### config.mk
export PLATFORM = sky130hd
export DESIGN_NAME = pte_result_reg
export DESIGN_NICKNAME = d
export VERILOG_FILES = /design/src/rtl/pte_chk_pkg.sv /design/src/rtl/pte_result_reg.sv
export SDC_FILE = /design/constraint.sdc
export NUM_CORES = 1
export LEC_CHECK = 0
export ABC_AREA = 0
export BUFFER_PORTS_ARGS = -buffer_cell sky130_fd_sc_hd__buf_2
export CAP_MARGIN = 15
export CORE_MARGIN = 3
export CORE_UTILIZATION = 30
export DETAILED_ROUTE_END_ITERATION = 7
export SLEW_MARGIN = 5
export SYNTH_ARGS = -nofsm -noshare
export SYNTH_HDL_FRONTEND = slang
export SYNTH_SLANG_ARGS = --single-unit
export TNS_END_PERCENT = 30
### constraint.sdc
create_clock -name clk -period 1 [get_ports clk]
set_input_delay 0.2 -clock clk [delete_from_list [all_inputs] [get_ports clk]]
set_output_delay 0.2 -clock clk [all_outputs]
set_load 0.01 [all_outputs]
### src/rtl/pte_chk_pkg.sv
package pte_chk_pkg;

   // Little-endian positions of the permission-related entry bits
   localparam int unsigned BIT_EXEC  = 0;
   localparam int unsigned BIT_RW    = 1;
   localparam int unsigned BIT_RD    = 2;
   localparam int unsigned BIT_PRIV  = 3;
   localparam int unsigned ATTR_LO   = 4;
   localparam int unsigned BIT_CI    = 5;
   localparam int unsigned BIT_CHG   = 7;
   localparam int unsigned BIT_REF   = 8;

   typedef enum logic [1:0] {
      MA_NORMAL   = 2'b00,
      MA_RESERVED = 2'b01,
      MA_NONIDEM  = 2'b10,
      MA_TOLERANT = 2'b11
   } mem_attr_e;

   typedef struct packed {
      logic inval;
      logic perm_err;
      logic rc_err;
      logic ok;
   } verdict_t;

   typedef struct packed {
      logic valid;
      logic leaf;
      logic exec;
      logic rw;
      logic rd;
      logic priv_pg;
      logic ci;
      logic chg;
      logic refd;
   } pte_bits_t;

endpackage

### src/rtl/pte_result_reg.sv
module pte_result_reg
   import pte_chk_pkg::*;
#(
   parameter int PA_W = 57
) (
   input  logic            clk,
   input  logic            rst_n,
   input  logic            load,
   input  verdict_t        verdict_d,
   input  mem_attr_e       attr_d,
   input  logic [PA_W-1:0] base_d,
   output verdict_t        verdict_q,
   output mem_attr_e       attr_q,
   output logic [PA_W-1:0] base_q
);

   always_ff @(posedge clk) begin
      if (!rst_n) begin
         verdict_q <= '0;
         attr_q    <= MA_NORMAL;
         base_q    <= '0;
      end else if (load) begin
         verdict_q <= verdict_d;
         attr_q    <= attr_d;
         base_q    <= base_d;
      end
   end


   one_verdict_chk: assert property (@(posedge clk) disable iff (!rst_n)
      load |=> $countones(verdict_q) == 1);


   hold_chk: assert property (@(posedge clk) disable iff (!rst_n)
      !load |=> ($stable(verdict_q) && $stable(attr_q) && $stable(base_q)));


   err_excl_chk: assert property (@(posedge clk) disable iff (!rst_n)
      verdict_q.perm_err |-> !verdict_q.rc_err);


   flags_onehot_chk: assert property (@(posedge clk) disable iff (!rst_n)
      $onehot0(verdict_q));

endmodule

== Word level (Yosys, flattened, before mapping) ==
Index checks and enable logic that the tools add are counted.

* Bits in registers: 63
* Input bits: 66
* Output and inout port bits: 63

== Logic depth before layout (Yosys ltp) ==
* Depth after elaboration: 0
* Depth in mapped cells: 4
* Depth with buffers taken out: 2

== Worst setup path after synthesis ==
OpenSTA, ideal clock, no wires.

* Path type: in2reg
* Start point: input load
* End point: register attr_q[0]
* Buffers on the path: 2
* Arrival time: 0.734 ns
* Path slack: 0.150 ns
* Stages on the path: 4
* Cell sequence: buf_6 > buf_12 > mux2i_1 > nor2b_1

{| class="wikitable"
|+ RTL lines
! what !! RTL line !! text
|-
| from (decl) || pte_result_reg.sv:8 || <nowiki>input logic load,</nowiki>
|-
| to (signal assigned) || pte_result_reg.sv:24 || <nowiki>attr_q <= attr_d;</nowiki>
|-
| to (decl) || pte_result_reg.sv:13 || <nowiki>output mem_attr_e attr_q,</nowiki>
|}

== Final worst setup path ==
* Start point: register base_q[28]
* End point: output base_q[28]

{| class="wikitable"
|+ RTL lines
! what !! RTL line !! text
|-
| from (decl) || pte_result_reg.sv:14 || <nowiki>output logic [PA_W-1:0] base_q</nowiki>
|-
| from (signal assigned) || pte_result_reg.sv:25 || <nowiki>base_q <= base_d;</nowiki>
|}

No word-level cell between the ends.

==> impl_metrics.toml <==
[clock_network]
htreeDepth = 3
cts_root_buf = "clkbuf_8"
clockBufferDepth = 2
ctsHoldBuffers = 0
cts_tree = "done"
clk_latency_ps = 330
cts_made_buffers = 9
cts_sinks = 63
clkTransAtPathRegs_ps = 70

[setup_path]
crit_slowest_cell = "dfxtp_2"
worstSetupEndpointType = "output port"
crit_buf_inv = 1
reg2regPathDepth = 3
critPathKind = "flop to output port"
cp.arrival_ps = 780
reg2reg_from = "base_q[27]$_SDFFE_PN0P_"
path_depth = 1
reg2reg_to = "base_q[27]$_SDFFE_PN0P_"
endpoint = "base_q[28]"
path_cells = "buf_6"
reg2reg_slack_ps = 260
required_ps = 800
cp-start-kind = "flop"
slowest_delay_ps = 330
critical_path_peak_fanout = 2
cp_top_family = "flip-flops"
startpoint = "base_q[28]$_SDFFE_PN0P_"

[logic_synthesis]
syn_area_um2 = 2440
synth-edff-count = 0
ys_seq_area_share_pct = 51.7
synth.area.top_cells = "dfxtp_1 52%, mux2i_1 26%, nor2b_1 16%"
synth_top_cell_area_share_pct = 51.7
yosysTopAreaCell = "dfxtp_1"
synth_ff_type = "dfxtp_1"
async_flop_share_pct = 0
syn_nets = 268
synthesis.instances = 202
synth.avg_cell_area_um2 = 12.1
yosysWarnings = 0
ys_types = 6
ys_ff_latch = 63
synth_common_cells = "63 x dfxtp_1, 63 x mux2i_1, 63 x nor2b_1"

[sta]
worst_pin_slew_ps = 249
finalCriticalPeriod_ps = 981
hold_viol = 0
setup_tns_ps = 0
rsz0062_at_grt = "yes"
fmax_mhz = 1020
fin_crit_sh_pct = 98.1
clock_skew_ps = 0
slew_headroom_pct = 83.4
finalSetupViolations = 0
hold_slack_ps = 118
setup_ws_ps = 19.3
final_max_slew_viol_count = 0

[detailed_routing]
wl_per_cell_um = 12.5
wirelength_um = 5510
drc_errors = 0
ant_nets = 0
vias = 1850
first_iter_violations = 22
via_per_inst = 4.20
drt-pass1-iter-count = 3

[grt]
grt_pass1_wl_um = 8280
antenna_found_initial = 0
grt_use_total_pct = 12.0
grt_max_degree = 64
overflow = 0
first_global_vias = 1806

[finish]
syn_to_final_growth_pct = 56.2
num-fill-cells = 709
fin_cells = 440
final_cell_area_um2 = 3810
nNetsFinal = 399
drive_above_1_share_pct = 61.8
antenna_cells = 0
final_util_pct = 48.8

[die]
die-height_um = 96.2
row_count = 32
initial_core_util_pct = 31.3
io_pins = 129
die-area_um2 = 9250
fp.dieW_um = 96.2
design.core.area_um2 = 7810

[power]
irDropWorstVdd_mv = 0.658
p_sw_share_pct = 22.8
p_comb_share_pct = 15.0
switchingPower_mw = 1.37
clockPowerShare_pct = 38.6
finalPower_mw = 6.03
pwr-share-seq_pct = 46.4
p_int_mw = 4.65
leakagePower_nw = 1.81
power_density_nw_per_um2 = 1580

[placed_design]
place_area_um2 = 3120
port_buffers = 128
place_inst = 422
dp_hpwl_um = 3580
globalplace.congestion = 0.603
dp_slack_ps = 7.34

[hold_path]
hp-class = "primary input to flop"
worstHoldPathCells = 3

[flow_run]
cap_viol_max_count = 0

[status]
status = "completed"
## sequential cells by signal, indices dropped and copies added (netlist names)
name       cells
base_q        57
verdict_q      4
attr_q         2
## metal layers
| metal | share of wire [%] | track usage (%) |
|---|---|---|
| met1 | 39 | 12.4 |
| met3 | 10 | 6.18 |
| met4 | 1.7 | 6.04 |
| met2 | 49 | 19.7 |
| met5 | 0 | 0 |
## power groups by stage
stage / logic [mW] / registers (mW) / clock network [mW]
floorplan: 0.373 / 2.86 / 0
global placement: 0.734 / 2.78 / 0
detailed placement: 0.748 / 2.78 / 0
CTS: 0.862 / 2.78 / 2.42
global route: 0.990 / 2.82 / 2.54
finish: 0.905 / 2.80 / 2.33
## area by class of cell
class | count | area (µm²) | share of cell area [%]
repair buffers | 133 | 1110 | 29.2
clock inverters | 4 | 70.1 | 1.84
clock buffers | 12 | 135 | 3.55
flip-flops and latches | 63 | 1340 | 35.2
well taps | 102 | 128 | 3.35
multi-input cells | 126 | 1020 | 26.9
## what timing repair did
item                                    4_1_cts  5_1_grt
setup buffers                                 1        1
pin swaps                                     0        0
resized for setup                           102       24
endpoints found under the setup margin       59       63
## layout by cell type (no fill, tap or decap), drive strengths merged
master | synthesis | final
nor2b | 63 | 63
clkinv | 0 | 2
clkbuf | 6 | 12
dfxtp | 63 | 63
buf | 7 | 133
bufinv | 0 | 2
mux2i | 63 | 63
## cell families (layout without fill, tap and decap cells)
logic type             Yosys count  in the layout  synth area share [%]
buffers and inverters           13            149                  6.31
flip-flops                      63             63                  51.7
multiplexers                    63             63                  25.8
AND/OR/NAND/NOR                 63             63                  16.2
## worst min-delay path by stage
stage                    start                       to
finish              base_d[49]  base_q[49]$_SDFFE_PN0P_
CTS                  base_d[0]   base_q[0]$_SDFFE_PN0P_
floorplan                rst_n   attr_q[1]$_SDFFE_PN0P_
detailed placement   base_d[0]   base_q[0]$_SDFFE_PN0P_
global route        base_d[21]  base_q[21]$_SDFFE_PN0P_
global placement    base_d[11]  base_q[11]$_SDFFE_PN0P_
Power figures use the tool's default switching activity.
